==> config.mk <==
export PLATFORM = sky130hd
export DESIGN_NAME = ifetch_stream_buf
export DESIGN_NICKNAME = d
export VERILOG_FILES = /design/src/rtl/spb_pkg.sv /design/src/rtl/spb_next_blk.sv /design/src/rtl/spb_tag_cmp.sv /design/src/rtl/spb_word_sel.sv /design/src/rtl/ifetch_stream_buf.sv
export SDC_FILE = /design/constraint.sdc
export NUM_CORES = 1
export LEC_CHECK = 0
export BUFFER_PORTS_ARGS = -buffer_cell sky130_fd_sc_hd__buf_2
export CAP_MARGIN = 15
export CORE_AREA = 4 4 223 225
export CTS_CLUSTER_SIZE = 28
export DETAILED_ROUTE_END_ITERATION = 16
export DIE_AREA = 0 0 227 229
export GPL_TIMING_DRIVEN = 0
export PLACE_DENSITY_LB_ADDON = 0.05
export SYNTH_ARGS = -nofsm -noshare
export SYNTH_HDL_FRONTEND = slang
export SYNTH_HIERARCHICAL = 1
export SYNTH_SLANG_ARGS = --single-unit
==> constraint.sdc <==
create_clock -name clk -period 2.4 [get_ports clk]
set_clock_uncertainty 0.05 [all_clocks]
set_input_delay 0.12 -clock clk [delete_from_list [all_inputs] [get_ports clk]]
set_output_delay 0.12 -clock clk [all_outputs]
set_load 0.02 [all_outputs]
==> src/rtl/spb_pkg.sv <==
package spb_pkg;
    localparam int unsigned DEF_PA_W       = 34;
    localparam int unsigned DEF_LINE_BYTES = 32;
    localparam int unsigned DEF_WORD_W     = 64;
    localparam int unsigned DEF_BEAT_W     = 128;
    localparam int unsigned DEF_PAGE_BYTES = 8192;
endpackage

==> src/rtl/spb_next_blk.sv <==
module spb_next_blk #(
    parameter int unsigned BA_W = 29,
    parameter int unsigned PG_W = 8
) (
    input  logic [BA_W-1:0] blk,
    output logic [BA_W-1:0] nxt,
    output logic            same_page
);
    assign nxt       = blk + BA_W'(1);
    // Line index within a page is the low PG_W bits; the rest names the page.
    assign same_page = (nxt[BA_W-1:PG_W] == blk[BA_W-1:PG_W]);
endmodule

==> src/rtl/spb_tag_cmp.sv <==
module spb_tag_cmp #(
    parameter int unsigned BA_W = 29
) (
    input  logic            entry_vld,
    input  logic [BA_W-1:0] entry_tag,
    input  logic [BA_W-1:0] probe,
    output logic            match
);
    assign match = entry_vld && (entry_tag == probe);
endmodule

==> src/rtl/spb_word_sel.sv <==
module spb_word_sel #(
    parameter int unsigned WORDS  = 4,
    parameter int unsigned WORD_W = 64,
    parameter int unsigned WSEL_W = 2
) (
    input  logic [WORDS*WORD_W-1:0] line,
    input  logic [WSEL_W-1:0]       sel,
    output logic [WORD_W-1:0]       word
);
    logic [WORD_W-1:0] slot [WORDS];

    for (genvar w = 0; w < WORDS; w++) begin : g_slot
        assign slot[w] = line[w*WORD_W +: WORD_W];
    end

    assign word = slot[sel];
endmodule

==> src/rtl/ifetch_stream_buf.sv <==
module ifetch_stream_buf #(
    parameter int unsigned PA_W       = spb_pkg::DEF_PA_W,
    parameter int unsigned LINE_BYTES = spb_pkg::DEF_LINE_BYTES,
    parameter int unsigned WORD_W     = spb_pkg::DEF_WORD_W,
    parameter int unsigned BEAT_W     = spb_pkg::DEF_BEAT_W,
    parameter int unsigned PAGE_BYTES = spb_pkg::DEF_PAGE_BYTES
) (
    input  logic                                  clk,
    input  logic                                  rst_n,
    input  logic                                  miss_valid,
    input  logic [PA_W-1:0]                       miss_paddr,
    output logic                                  hit,
    output logic [WORD_W-1:0]                     crit_word,
    output logic                                  fill_valid,
    output logic [PA_W-$clog2(LINE_BYTES)-1:0]    fill_blk,
    output logic [LINE_BYTES*8-1:0]               fill_data,
    output logic                                  dmd_req_valid,
    output logic [PA_W-$clog2(LINE_BYTES)-1:0]    dmd_req_blk,
    output logic                                  dmd_cancel,
    output logic                                  pf_req_valid,
    output logic [PA_W-$clog2(LINE_BYTES)-1:0]    pf_req_blk,
    output logic                                  pf_abort,
    input  logic                                  pf_rsp_valid,
    input  logic [BEAT_W-1:0]                     pf_rsp_data
);
    localparam int unsigned OFS_W  = $clog2(LINE_BYTES);
    localparam int unsigned BA_W   = PA_W - OFS_W;
    localparam int unsigned LINE_W = LINE_BYTES * 8;
    localparam int unsigned WORDS  = LINE_W / WORD_W;
    localparam int unsigned WSEL_W = (WORDS > 1) ? $clog2(WORDS) : 1;
    localparam int unsigned BEATS  = LINE_W / BEAT_W;
    localparam int unsigned CNT_W  = (BEATS > 1) ? $clog2(BEATS) : 1;
    localparam int unsigned PG_W   = $clog2(PAGE_BYTES) - OFS_W;
    localparam int unsigned WLSB   = OFS_W - WSEL_W;

    typedef struct packed {
        logic              vld;
        logic              busy;
        logic [BA_W-1:0]   tag;
        logic [CNT_W-1:0]  beat;
        logic [LINE_W-1:0] line;
    } buf_state_t;

    buf_state_t st_q, st_d;

    logic [BA_W-1:0]   miss_blk;
    logic [BA_W-1:0]   next_blk;
    logic              next_same_page;
    logic              tag_match;
    logic [WSEL_W-1:0] word_idx;
    logic              unused_low;

    assign miss_blk   = miss_paddr[PA_W-1:OFS_W];
    assign word_idx   = miss_paddr[OFS_W-1:WLSB];
    assign unused_low = ^miss_paddr[WLSB-1:0];

    spb_next_blk #(.BA_W(BA_W), .PG_W(PG_W)) u_next (
        .blk       (miss_blk),
        .nxt       (next_blk),
        .same_page (next_same_page)
    );

    spb_tag_cmp #(.BA_W(BA_W)) u_cmp (
        .entry_vld (st_q.vld),
        .entry_tag (st_q.tag),
        .probe     (miss_blk),
        .match     (tag_match)
    );

    spb_word_sel #(.WORDS(WORDS), .WORD_W(WORD_W), .WSEL_W(WSEL_W)) u_sel (
        .line (st_q.line),
        .sel  (word_idx),
        .word (crit_word)
    );

    assign hit           = miss_valid && tag_match;
    assign fill_valid    = hit;
    assign fill_blk      = miss_blk;
    assign fill_data     = st_q.line;
    assign dmd_req_valid = miss_valid;
    assign dmd_req_blk   = miss_blk;
    assign dmd_cancel    = hit;
    assign pf_req_valid  = miss_valid && next_same_page;
    assign pf_req_blk    = next_blk;
    assign pf_abort      = miss_valid && st_q.busy;

    always_comb begin
        st_d = st_q;
        if (miss_valid) begin
            // Any miss consumes or discards the buffer and restarts the stream.
            st_d.vld  = 1'b0;
            st_d.busy = next_same_page;
            st_d.tag  = next_blk;
            st_d.beat = '0;
        end else if (st_q.busy && pf_rsp_valid) begin
            for (int b = 0; b < BEATS; b++) begin
                if (st_q.beat == CNT_W'(b)) begin
                    st_d.line[b*BEAT_W +: BEAT_W] = pf_rsp_data;
                end
            end
            if (st_q.beat == CNT_W'(BEATS - 1)) begin
                st_d.busy = 1'b0;
                st_d.vld  = 1'b1;
                st_d.beat = '0;
            end else begin
                st_d.beat = st_q.beat + CNT_W'(1);
            end
        end
    end

    always_ff @(posedge clk) begin
        if (!rst_n) begin
            st_q <= '0;
        end else begin
            st_q <= st_d;
        end
    end
endmodule

# == Word level (Yosys, flattened, before mapping) ==
# Index checks and enable logic that the tools add are counted.
# op_classes
addsub,2
order_cmp,1
eq_ne,2
muxes,7
bitwise,4
n_reduce_logical,12
# ops
operator,count
binary-select mux 64 bit (select 2 bit),1
2-to-1 mux 64 bit,2
adder 29 x 1 -> 29 bit (second input constant),1
equality test 29 bit,1
equality test 21 bit,1
AND reduction 3 bit,2
logical AND 1 bit,5
2-to-1 mux 1 bit,4
AND reduction 2 bit,2
nonzero test 2 bit,2
>= comparator 3 bit (second input constant),1
NOT 1 bit,3
NOT 2 -> 3 bit,1
OR reduction 2 bit,1
adder 1 bit (second input constant),1
# totals
register_bits,288
out_inout_bits,413
wordCells,34

# == Longest topological paths before layout ==
# Gate-level depths: netlist of run 1.
# depth
depth_word,4
mapped_depth,8

# == Modules after synthesis ==
# Netlist of run 1, hierarchy kept.
# by_module_without_submodules
mod,n_inst,cells_each,area_per_inst_um2
ifetch_stream_buf,1,1424,12249.2
spb_word_sel,1,78,1622.8
spb_next_blk,1,87,586.8
spb_tag_cmp,1,42,322.8

# == Least setup slack after synthesis of run 1 ==
# Ideal clock, no wire load.
# synth_path
path_type,in2reg
from,input miss_paddr[5]
to,register st_q[271] (netlist name)
setup_time_ns,0.066
arrival_time_ns,1.652
setup_slack_ns,0.632
path_stages,7
n_path_buf,0
cell_sequence,ha_1 -> nand4_1 -> nor3_1 -> and3_1 -> xor2_1 -> mux2i_1 -> nor2b_1
# synth_between
elab_chain_cells,1
# synth_lines
item,line,source
from (decl),ifetch_stream_buf.sv:11,"input logic [PA_W-1:0] miss_paddr,"
adder 29 x 1 -> 29 bit,spb_next_blk.sv:9,assign nxt = blk + BA_W'(1);
net pf_req_blk[14],ifetch_stream_buf.sv:21,"output logic [PA_W-$clog2(LINE_BYTES)-1:0] pf_req_blk,"
to (signal assigned),ifetch_stream_buf.sv:115,st_q <= st_d;
to (decl),ifetch_stream_buf.sv:44,"buf_state_t st_q, st_d;"
# The timed path passes the listed nets, and every way through them passes these cells.
# A chain may end at the register's enable or synchronous reset.

# == Worst setup path in the final report of run 1 ==
# layout_path
from,register st_q[261] (netlist name)
to,output fill_valid
# layout_between
elab_chain_cells,3
# layout_lines
item,line,source
equality test 29 bit,spb_tag_cmp.sv:9,assign match = entry_vld && (entry_tag == probe);
logical AND 1 bit,spb_tag_cmp.sv:9,
net tag_match,ifetch_stream_buf.sv:49,logic tag_match;
logical AND 1 bit,ifetch_stream_buf.sv:76,assign hit = miss_valid && tag_match;
to (decl),ifetch_stream_buf.sv:14,"output logic fill_valid,"
# The timed path passes the listed nets, and every way through them passes these cells.

==> results of run 1 <==
state kept, by name (all words and copies together), names as in the netlist:
register / count
fill_data: 256
st_q: 32
power groups by stage:
stage,clock network [mW],registers (mW),logic [mW]
floorplan,0,5.02,0.877
global placement,0,5.05,1.46
detailed placement,0,5.06,1.46
CTS,5.36,4.95,1.64
global route,5.56,4.96,1.76
finish,5.22,4.95,1.63
path summary, 6_finish.rpt:
| path | startpoint | to | slack, ns | depth (start not counted) |
|---|---|---|---|---|
| worst min-delay path | miss_paddr[15] | st_q[267] | 0.04 | 4 |
| worst max-delay path | st_q[261] | fill_valid | 0.12 | 7 |
| worst min register to register | fill_data[93] | fill_data[93] | 0.43 | 2 |
| worst max register to register | st_q[286] | fill_data[188] | 0.23 | 4 |
metrics by stage:
stage          hold WS, ns  area, um2  std cells
6_report            0.0372      20900       3010
5_1_grt             0.0523      20900       3009
3_3_place_gp         0.329      18400       2817
2_1_floorplan        0.219      14800       1631
4_1_cts            0.00431      20800       3007
3_5_place_dp         0.330      18400       2817
what timing repair did:
action,in CTS,in global routing
resized for setup,0,2
hold endpoints to repair,262,0
setup buffers,0,0
hold buffers,132,0
endpoints found under the setup margin,0,2
Yosys cell counts, drive strengths merged (2+ instances only):
master / count
nand2: 137
nand3: 267
mux4: 64
or3: 2
nor3: 5
o21ai: 257
and4: 2
nor4: 4
xor2: 12
and2: 3
clkbuf: 53
nor2b: 30
inv: 9
buf: 386
and3: 6
mux2i: 29
nand4b: 2
nand4: 15
nor2: 11
dfxtp: 288
xnor2: 42
a31oi: 2
cell type report:
cell class                      count  area [um2]
Fill cell                        4821       26700
Clock inverter                      7        65.1
Sequential cell                   288        5770
Tap cell                          615         769
Antenna cell                        3        7.51
Inverter                            9        33.8
Multi-Input combinational cell    895        5950
Timing Repair Buffer              703        4180
Clock buffer                       51        1050
Buffer                            439        3040
placed cells by master, fill, tap and decap left out, types with 3 or more instances in the layout:
| cell type | netlist | final |
|---|---|---|
| and3_1 | 6 | 6 |
| buf_1 | 22 | 22 |
| buf_12 | 6 | 6 |
| buf_2 | 32 | 603 |
| buf_4 | 318 | 318 |
| buf_6 | 8 | 8 |
| clkbuf_1 | 52 | 59 |
| clkbuf_16 | 0 | 37 |
| clkbuf_8 | 0 | 7 |
| clkinv_2 | 0 | 4 |
| dfxtp_1 | 288 | 288 |
| diode_2 | 0 | 3 |
| dlygate4sd3_1 | 0 | 132 |
| inv_1 | 9 | 9 |
| mux2i_1 | 29 | 29 |
| mux4_1 | 4 | 4 |
| mux4_2 | 60 | 60 |
| nand2_1 | 137 | 137 |
| nand3_1 | 267 | 267 |
| nand4_1 | 14 | 14 |
| nor2_1 | 11 | 11 |
| nor2b_1 | 30 | 30 |
| nor3_1 | 5 | 5 |
| nor4_1 | 3 | 3 |
| o21ai_0 | 217 | 217 |
| o21ai_1 | 40 | 40 |
| xnor2_1 | 41 | 40 |
| xor2_1 | 12 | 12 |
per-layer routing:
metal	GRT usage	wire length, um	vias to the layer above
li1	-	-	6838
met2	0.408	31000	533
met5	0.00949	80	-
met4	0.0715	1930	4
met3	0.0508	4480	97
met1	0.295	26300	7020
cells by family after synthesis:
group                    after synthesis  synth area share
AND/OR/NAND/NOR                      486             0.162
buffers and inverters                448             0.208
flip-flops                           288             0.390
AO/OA/AOI/OAI                        261            0.0890
multiplexers                          93             0.118
XOR/XNOR                              54            0.0325
adder cells (fa/ha/maj)                1          0.000846
critical path: stages, from the launching register on:
cell,delay [ns]
dfxtp_1,0.31
xnor2_1,0.27
nand4_1,0.13
nor4_1,0.25
and4_1,0.22
and2_4,0.16
buf_4,0.10
buf_2,0.15
==> results.py, run 1 <==
metrics = {
    "logic_synthesis": {
        "synth_edf_count": 0,
        "syn_inst": 1631,
        "ys_types": 38,
        "synth_fp_nets": 1798,
        "syn_area_per_cell_um2": 9.06,
        "synth_area_um2": 14800,
        "yosys-top-cells-area": "dfxtp_1 39%, buf_4 16%, mux4_2 9.1%, nand3_1 9.0%, o21ai_0 7.3%",
        "ys_seq_elements": 288,
        "yosysWarnings": 6,
        "synth-seq-area-share": 0.390,
        "synth_top_area_share": 0.390,
        "synthFlopType": "dfxtp_1",
        "async_flop_share": 0,
        "synth_largest_area_cell": "dfxtp_1",
    },
    "pwr": {
        "power.share.clock": 0.442,
        "switching_power_mw": 3.09,
        "cellPowerDensity_nw_per_um2": 566,
        "pwr-share-comb": 0.138,
        "p_leak_nw": 9.95,
        "peakVddDrop_uv": 329,
        "power_switching_share": 0.262,
        "p_seq_frac": 0.420,
        "power_mw": 11.8,
        "p_int_mw": 8.71,
    },
    "worst_setup_path": {
        "path_class": "flip-flop to primary output",
        "required_ns": 2.23,
        "end_kind": "primary output",
        "crit_fanout": 3,
        "critPathArrivalTime_ns": 2.11,
        "startpoint_type": "flip-flop",
    },
    "global_routing": {
        "gr-total-overflow": 0,
        "grt_usage": 0.236,
        "grt_antenna_before_repair": 3,
        "grt_pass1_wl_mm": 94.0,
        "grt_pass1_vias": 15063,
        "grt_start_max_net_pins": 13,
    },
    "clock_network": {
        "clock_latency_ns": 0.52,
        "cts-root-buf": "clkbuf_16",
        "path_clk_slew_ns": 0.05,
        "cts_buffer_depth": 3,
        "cts_sinks": 288,
        "cts_tree": "built",
        "htree_levels": 2,
        "numCtsBuffers": 36,
    },
    "sta": {
        "finalSetupViolations": 0,
        "tightest_slew_ns": 0.914,
        "slew_headroom": 0.391,
        "setup_ws_ns": 0.123,
        "setup_tns_ns": 0,
        "hold_viol_final": 0,
        "fin_crit_sh": 0.949,
        "report.final.slew_viol_count": 0,
        "fmax_ghz": 0.439,
        "rsz0062_at_grt": "no",
        "period_needed_ns": 2.28,
    },
    "cells_and_area": {
        "fin_util": 0.439,
        "areaGrowthSynthToFinish_pct": 41.1,
        "layout.nets": 2539,
        "drive_above_1_share": 0.441,
    },
    "place": {
        "hpwl_mm": 49.2,
        "place_ws_ns": 0.223,
        "port_buffers": 571,
        "gp_congestion": 0.848,
    },
    "detailed_routing": {
        "vias": 14492,
        "via_per_inst": 4.81,
        "dr.pass1.iters": 5,
        "wl_per_cell_um": 21.2,
        "drt-total-wl_mm": 63.9,
        "final_antenna_net_count": 0,
        "drtIter0Drc": 762,
        "post-route-drc-count": 0,
    },
    "floorplan": {
        "row_count": 80,
        "die_x_um": 227,
        "die_area_um2": 52000,
        "initial_utilization": 0.311,
        "die_y_um": 229,
        "io_pins": 579,
        "fp.coreArea_um2": 47500,
    },
    "outcome": {
        "status": "finished, final reports clean",
    },
    "run": {
        "maxCapViolCount": 0,
    },
    "hold_path": {
        "holdCritPathClass": "input port to flip-flop",
    },
}
(Power assumes the default switching activity.)
==> run 2: changes to the inputs <==
--- a/config.mk
+++ b/config.mk
@@ -5,7 +5,7 @@
 export SDC_FILE = /design/constraint.sdc
 export NUM_CORES = 1
 export LEC_CHECK = 0
-export BUFFER_PORTS_ARGS = -buffer_cell sky130_fd_sc_hd__buf_2
+export BUFFER_PORTS_ARGS = -buffer_cell sky130_fd_sc_hd__clkbuf_2
 export CAP_MARGIN = 15
 export CORE_AREA = 4 4 223 225
 export CTS_CLUSTER_SIZE = 28
==> run 2 against run 1 <==
Compared with the run above:
- global-route usage down 0.16 points
- core utilization about the same
- final cell count about the same
- clock power about the same
- power about the same
- non-clock buffer count unchanged
- design area about the same
- sequential share of layout area about the same
- die area unchanged
- via count about the same
- first-iteration DRC count up 7.0%
- wire length down 0.53%
==> results.py, run 2 (synthesis results as in run 1) <==
metrics = {
    "sta": {
        "report.final.slew_viol_count": 0,
        "fmax_ghz": 0.443,
        "rsz0062_at_grt": "no",
        "slew_headroom": 0.404,
        "fin_crit_sh": 0.940,
        "finalSetupViolations": 0,
        "period_needed_ns": 2.26,
        "setup_tns_ns": 0,
        "tightest_slew_ns": 0.894,
        "hold_viol_final": 0,
    },
    "global_routing": {
        "grt_pass1_vias": 14846,
        "grt_usage": 0.235,
        "grt_antenna_before_repair": 3,
        "grt_pass1_wl_mm": 93.1,
        "grt_start_max_net_pins": 13,
        "gr-total-overflow": 0,
    },
    "worst_setup_path": {
        "required_ns": 2.23,
        "critPathArrivalTime_ns": 2.09,
        "path_class": "flip-flop to primary output",
        "startpoint_type": "flip-flop",
        "crit_fanout": 3,
        "end_kind": "primary output",
    },
    "clock_network": {
        "clock_latency_ns": 0.52,
        "htree_levels": 2,
        "cts-root-buf": "clkbuf_16",
        "numCtsBuffers": 35,
        "path_clk_slew_ns": 0.06,
        "post_cts.repair.setup_buffers": 0,
        "cts_buffer_depth": 3,
        "cts_sinks": 288,
        "cts_tree": "built",
    },
    "floorplan": {
        "fp.coreArea_um2": 47500,
        "die_y_um": 229,
        "die_x_um": 227,
        "io_pins": 579,
        "row_count": 80,
        "die_area_um2": 52000,
        "initial_utilization": 0.311,
    },
    "detailed_routing": {
        "via_per_inst": 4.81,
        "final_antenna_net_count": 0,
        "drtIter0Drc": 815,
        "post-route-drc-count": 0,
        "dr.pass1.iters": 6,
        "vias": 14490,
        "wl_per_cell_um": 21.1,
        "drt-total-wl_mm": 63.5,
    },
    "cells_and_area": {
        "instances_no_fill": 3011,
        "largest_reg_flops": 256,
        "areaGrowthSynthToFinish_pct": 41.2,
        "final_common_cell": "clkbuf_2",
        "drive_above_1_share": 0.440,
        "layout.nets": 2538,
        "layout_common_cells": "572 x clkbuf_2, 318 x buf_4, 288 x dfxtp_1",
        "stdcell_area_um2": 20900,
    },
    "place": {
        "port_buffers": 571,
        "dpl_cell_area_um2": 18400,
        "gp_congestion": 0.845,
        "place_inst": 2817,
        "hpwl_mm": 49.2,
    },
    "run": {
        "maxCapViolCount": 0,
    },
    "pwr": {
        "peakVddDrop_uv": 368,
        "cellPowerDensity_nw_per_um2": 565,
        "p_leak_nw": 9.71,
    },
    "outcome": {
        "status": "finished, final reports clean",
    },
    "hold_path": {
        "holdCritPathClass": "input port to flip-flop",
    },
}
[run 2: cell count changes in the layout (fill, tap and decap cells not counted), sizes merged]
cell and delta:
diode -1, clkinvlp -1, clkinv -1, clkbuf +575
buf -571
[run 2: area by class of cell]
class / count / area [um2]
sequential: 288 / 5770
inverter: 9 / 33.8
buffer: 439 / 3040
fill: 4834 / 26700
antenna: 2 / 5.00
timing repair buffer: 703 / 4180
clock buffer: 55 / 1060
clock inverter: 5 / 52.6
multi-input combinational: 895 / 5960
tap: 615 / 769
[run 2: power by group]
group | internal, mW | total, mW | switching [mW]
sequential | 4.87 | 4.95 | 0.0803
clock | 3.14 | 5.21 | 2.07
combinational | 0.713 | 1.63 | 0.920
total | 8.72 | 11.8 | 3.07
[run 2: what timing repair did]
item	4_1_cts	5_1_grt
hold buffers	132	0
gates cloned	0	0
hold endpoints to repair	262	0
gates resized for setup	1	2
endpoints found under the setup margin	2	2
[run 2: path summary, 6_finish.rpt]
check / from / end / slack [ns] / cells past startpoint
worst min-delay path: miss_paddr[15] / st_q[267] / 0.04 / 4
worst min register to register: fill_data[111] / fill_data[111] / 0.43 / 2
worst max-delay path: st_q[283] / hit / 0.14 / 7
worst max register to register: st_q[286] / fill_data[188] / 0.31 / 4
[run 2: through the flow]
step,util,worst slack (ns),hold WS (ns),total power [mW]
6_report,0.439,0.143,0.0393,11.8
2_1_floorplan,-,0.632,0.219,5.90
3_5_place_dp,0.387,0.185,0.315,6.52
5_1_grt,0.439,0.00108,0.0710,12.3
3_3_place_gp,0.387,0.201,0.313,6.52
4_1_cts,0.439,0.0419,0.000495,12.0
[run 2: worst max-delay path: stages (launching register included)]
cell and delay, ns:
dfxtp_1 0.32, xnor2_1 0.21, nand4_1 0.11, nor4_1 0.26
and4_1 0.21, and2_2 0.19, buf_4 0.11, clkbuf_2 0.15
[run 2: layer usage]
| layer | up-vias | share of wire | track usage |
|---|---|---|---|
| li1 | 6847 | - | - |
| met1 | 7048 | 0.42 | 0.295 |
| met2 | 498 | 0.49 | 0.406 |
| met3 | 95 | 0.061 | 0.0471 |
| met4 | 2 | 0.029 | 0.0722 |
| met5 | - | 0.00011 | 0 |
==> run 3: changes to the inputs <==
--- a/config.mk
+++ b/config.mk
@@ -8,6 +8,7 @@
 export BUFFER_PORTS_ARGS = -buffer_cell sky130_fd_sc_hd__clkbuf_2
 export CAP_MARGIN = 15
 export CORE_AREA = 4 4 223 225
+export CTS_BUF_LIST = sky130_fd_sc_hd__clkbuf_16
 export CTS_CLUSTER_SIZE = 28
 export DETAILED_ROUTE_END_ITERATION = 16
 export DIE_AREA = 0 0 227 229
==> run 3 against run 2 <==
Compared with the run above:
- critical path depth stayed put
- die area unchanged
- wire length is 0.18% higher
- global-route usage about the same
- final cell count unchanged
- maximum frequency increased by 0.52%
- sequential share of layout area is 0.093 points higher
- design area shrank 0.34%
- largest cell class unchanged
- largest power group is now sequential cells
==> results.py, run 3 (synthesis results as in run 1) <==
metrics = {
    "place": {
        "gp_congestion": 0.845,
        "port_buffers": 571,
        "place_inst": 2817,
        "hpwl_mm": 49.2,
    },
    "detailed_routing": {
        "vias": 14535,
        "drtIter0Drc": 817,
        "final_antenna_net_count": 0,
        "post-route-drc-count": 0,
        "wl_per_cell_um": 21.1,
        "dr.pass1.iters": 5,
        "via_per_inst": 4.83,
        "drt-total-wl_mm": 63.6,
    },
    "hold_path": {
        "holdCritPathClass": "input port to flip-flop",
        "holdPathEnd": "st_q[284]",
        "hold_depth": 4,
        "hold_path_startpoint": "miss_paddr[32]",
    },
    "worst_setup_path": {
        "startpoint_type": "flip-flop",
        "ff2ff_setup_slack_ns": 0.31,
        "reg2reg_depth": 4,
        "rr_startpoint": "st_q[286]",
        "cp_slowest_cell": "dfxtp_1",
        "rr_endpoint": "fill_data[230]",
        "path_class": "flip-flop to primary output",
        "critPathMaxStageDelay_ns": 0.32,
        "crit_fanout": 3,
        "required_ns": 2.23,
        "end_kind": "primary output",
        "crit_path_cell_trace": "xnor2_1, nand4_1, nor4_1, and4_1, and2_2, buf_4, clkbuf_2",
        "critPathArrivalTime_ns": 2.08,
    },
    "cells_and_area": {
        "instances_no_fill": 3011,
        "layout_common_cells": "572 x clkbuf_2, 318 x buf_4, 288 x dfxtp_1",
        "final_common_cell": "clkbuf_2",
        "areaGrowthSynthToFinish_pct": 40.7,
        "layout.nets": 2538,
        "drive_above_1_share": 0.437,
        "largest_reg_flops": 256,
    },
    "global_routing": {
        "grt_pass1_vias": 14869,
        "grt_start_max_net_pins": 13,
        "grt_pass1_wl_mm": 93.2,
        "grt_antenna_before_repair": 3,
        "gr-total-overflow": 0,
        "grt_usage": 0.235,
    },
    "floorplan": {
        "io_pins": 579,
        "die_area_um2": 52000,
        "fp.coreArea_um2": 47500,
        "initial_utilization": 0.311,
        "die_x_um": 227,
        "die_y_um": 229,
        "row_count": 80,
    },
    "pwr": {
        "p_leak_nw": 9.71,
        "cellPowerDensity_nw_per_um2": 554,
        "peakVddDrop_uv": 368,
    },
    "sta": {
        "period_needed_ns": 2.25,
        "fin_crit_sh": 0.936,
        "tightest_slew_ns": 0.911,
        "finalSetupViolations": 0,
        "hold_viol_final": 0,
        "rsz0062_at_grt": "no",
        "setup_tns_ns": 0,
        "fmax_ghz": 0.445,
        "report.final.slew_viol_count": 0,
        "slew_headroom": 0.393,
    },
    "outcome": {
        "status": "finished, final reports clean",
    },
    "clock_network": {
        "clock_latency_ns": 0.52,
        "path_clk_slew_ns": 0.06,
        "htree_levels": 2,
        "post_cts.repair.setup_buffers": 0,
        "cts_tree": "built",
        "cts_sinks": 288,
        "cts_buffer_depth": 3,
        "numCtsBuffers": 35,
        "cts-root-buf": "clkbuf_16",
    },
    "run": {
        "maxCapViolCount": 0,
    },
}
==> run 3: cell type report <==
| type | instances | area (um2) |
|---|---|---|
| diodes | 2 | 5.00 |
| multi-input cells | 895 | 5960 |
| plain buffers | 439 | 3040 |
| clock buffers | 37 | 926 |
| flip-flops and latches | 288 | 5770 |
| repair buffers | 703 | 4180 |
| fillers | 4853 | 26700 |
| well taps | 615 | 769 |
| inverters | 9 | 33.8 |
| clock inverters | 23 | 120 |
==> run 3: metal layers <==
metal	wire length (um)	up-vias	global-route usage
met5	7	-	0
met4	1860	2	0.0734
met3	4170	96	0.0471
met2	31300	525	0.405
met1	26300	7070	0.295
li1	-	6842	-
==> run 3: worst max path at each step <==
stage	start	to	slack [ns]
after floorplan	miss_paddr[5]	st_q[271]	0.63
after global placement	miss_paddr[6]	pf_req_blk[14]	0.20
after detailed placement	rst_n	fill_data[2]	0.19
after CTS	st_q[263]	hit	0.04
after global routing	st_q[285]	fill_valid	0.002
final	st_q[279]	hit	0.15
==> run 3: timing repair <==
item | 4_1_cts | 5_1_grt
setup endpoints to repair | 2 | 2
gates resized for setup | 1 | 2
hold buffers | 132 | 0
hold endpoints to repair | 262 | 0
==> run 3: critical path: cells and delay by family (launching register included) <==
| kind | cells | cell delay [ns] |
|---|---|---|
| buffers and inverters | 2 | 0.26 |
| and+or+nand+nor | 4 | 0.74 |
| xor gates and xnor gates | 1 | 0.22 |
| DFF | 1 | 0.32 |
==> run 3: through the flow <==
| stage | hold WS, ns | instance area (um2) | power [mW] | setup WS [ns] | utilization |
|---|---|---|---|---|---|
| 2_1_floorplan | 0.219 | 14800 | 5.90 | 0.632 | - |
| 3_3_place_gp | 0.313 | 18400 | 6.52 | 0.201 | 0.387 |
| 6_report | 0.0384 | 20800 | 11.5 | 0.155 | 0.437 |
| 3_5_place_dp | 0.315 | 18400 | 6.52 | 0.185 | 0.387 |
| 4_1_cts | 0.00136 | 20800 | 11.7 | 0.0428 | 0.437 |
| 5_1_grt | 0.0747 | 20800 | 12.0 | 0.00201 | 0.437 |
==> run 3: where the power goes <==
part	internal (mW)	switching, mW
sequential	4.87	0.0808
clock	2.87	2.07
combinational	0.713	0.921
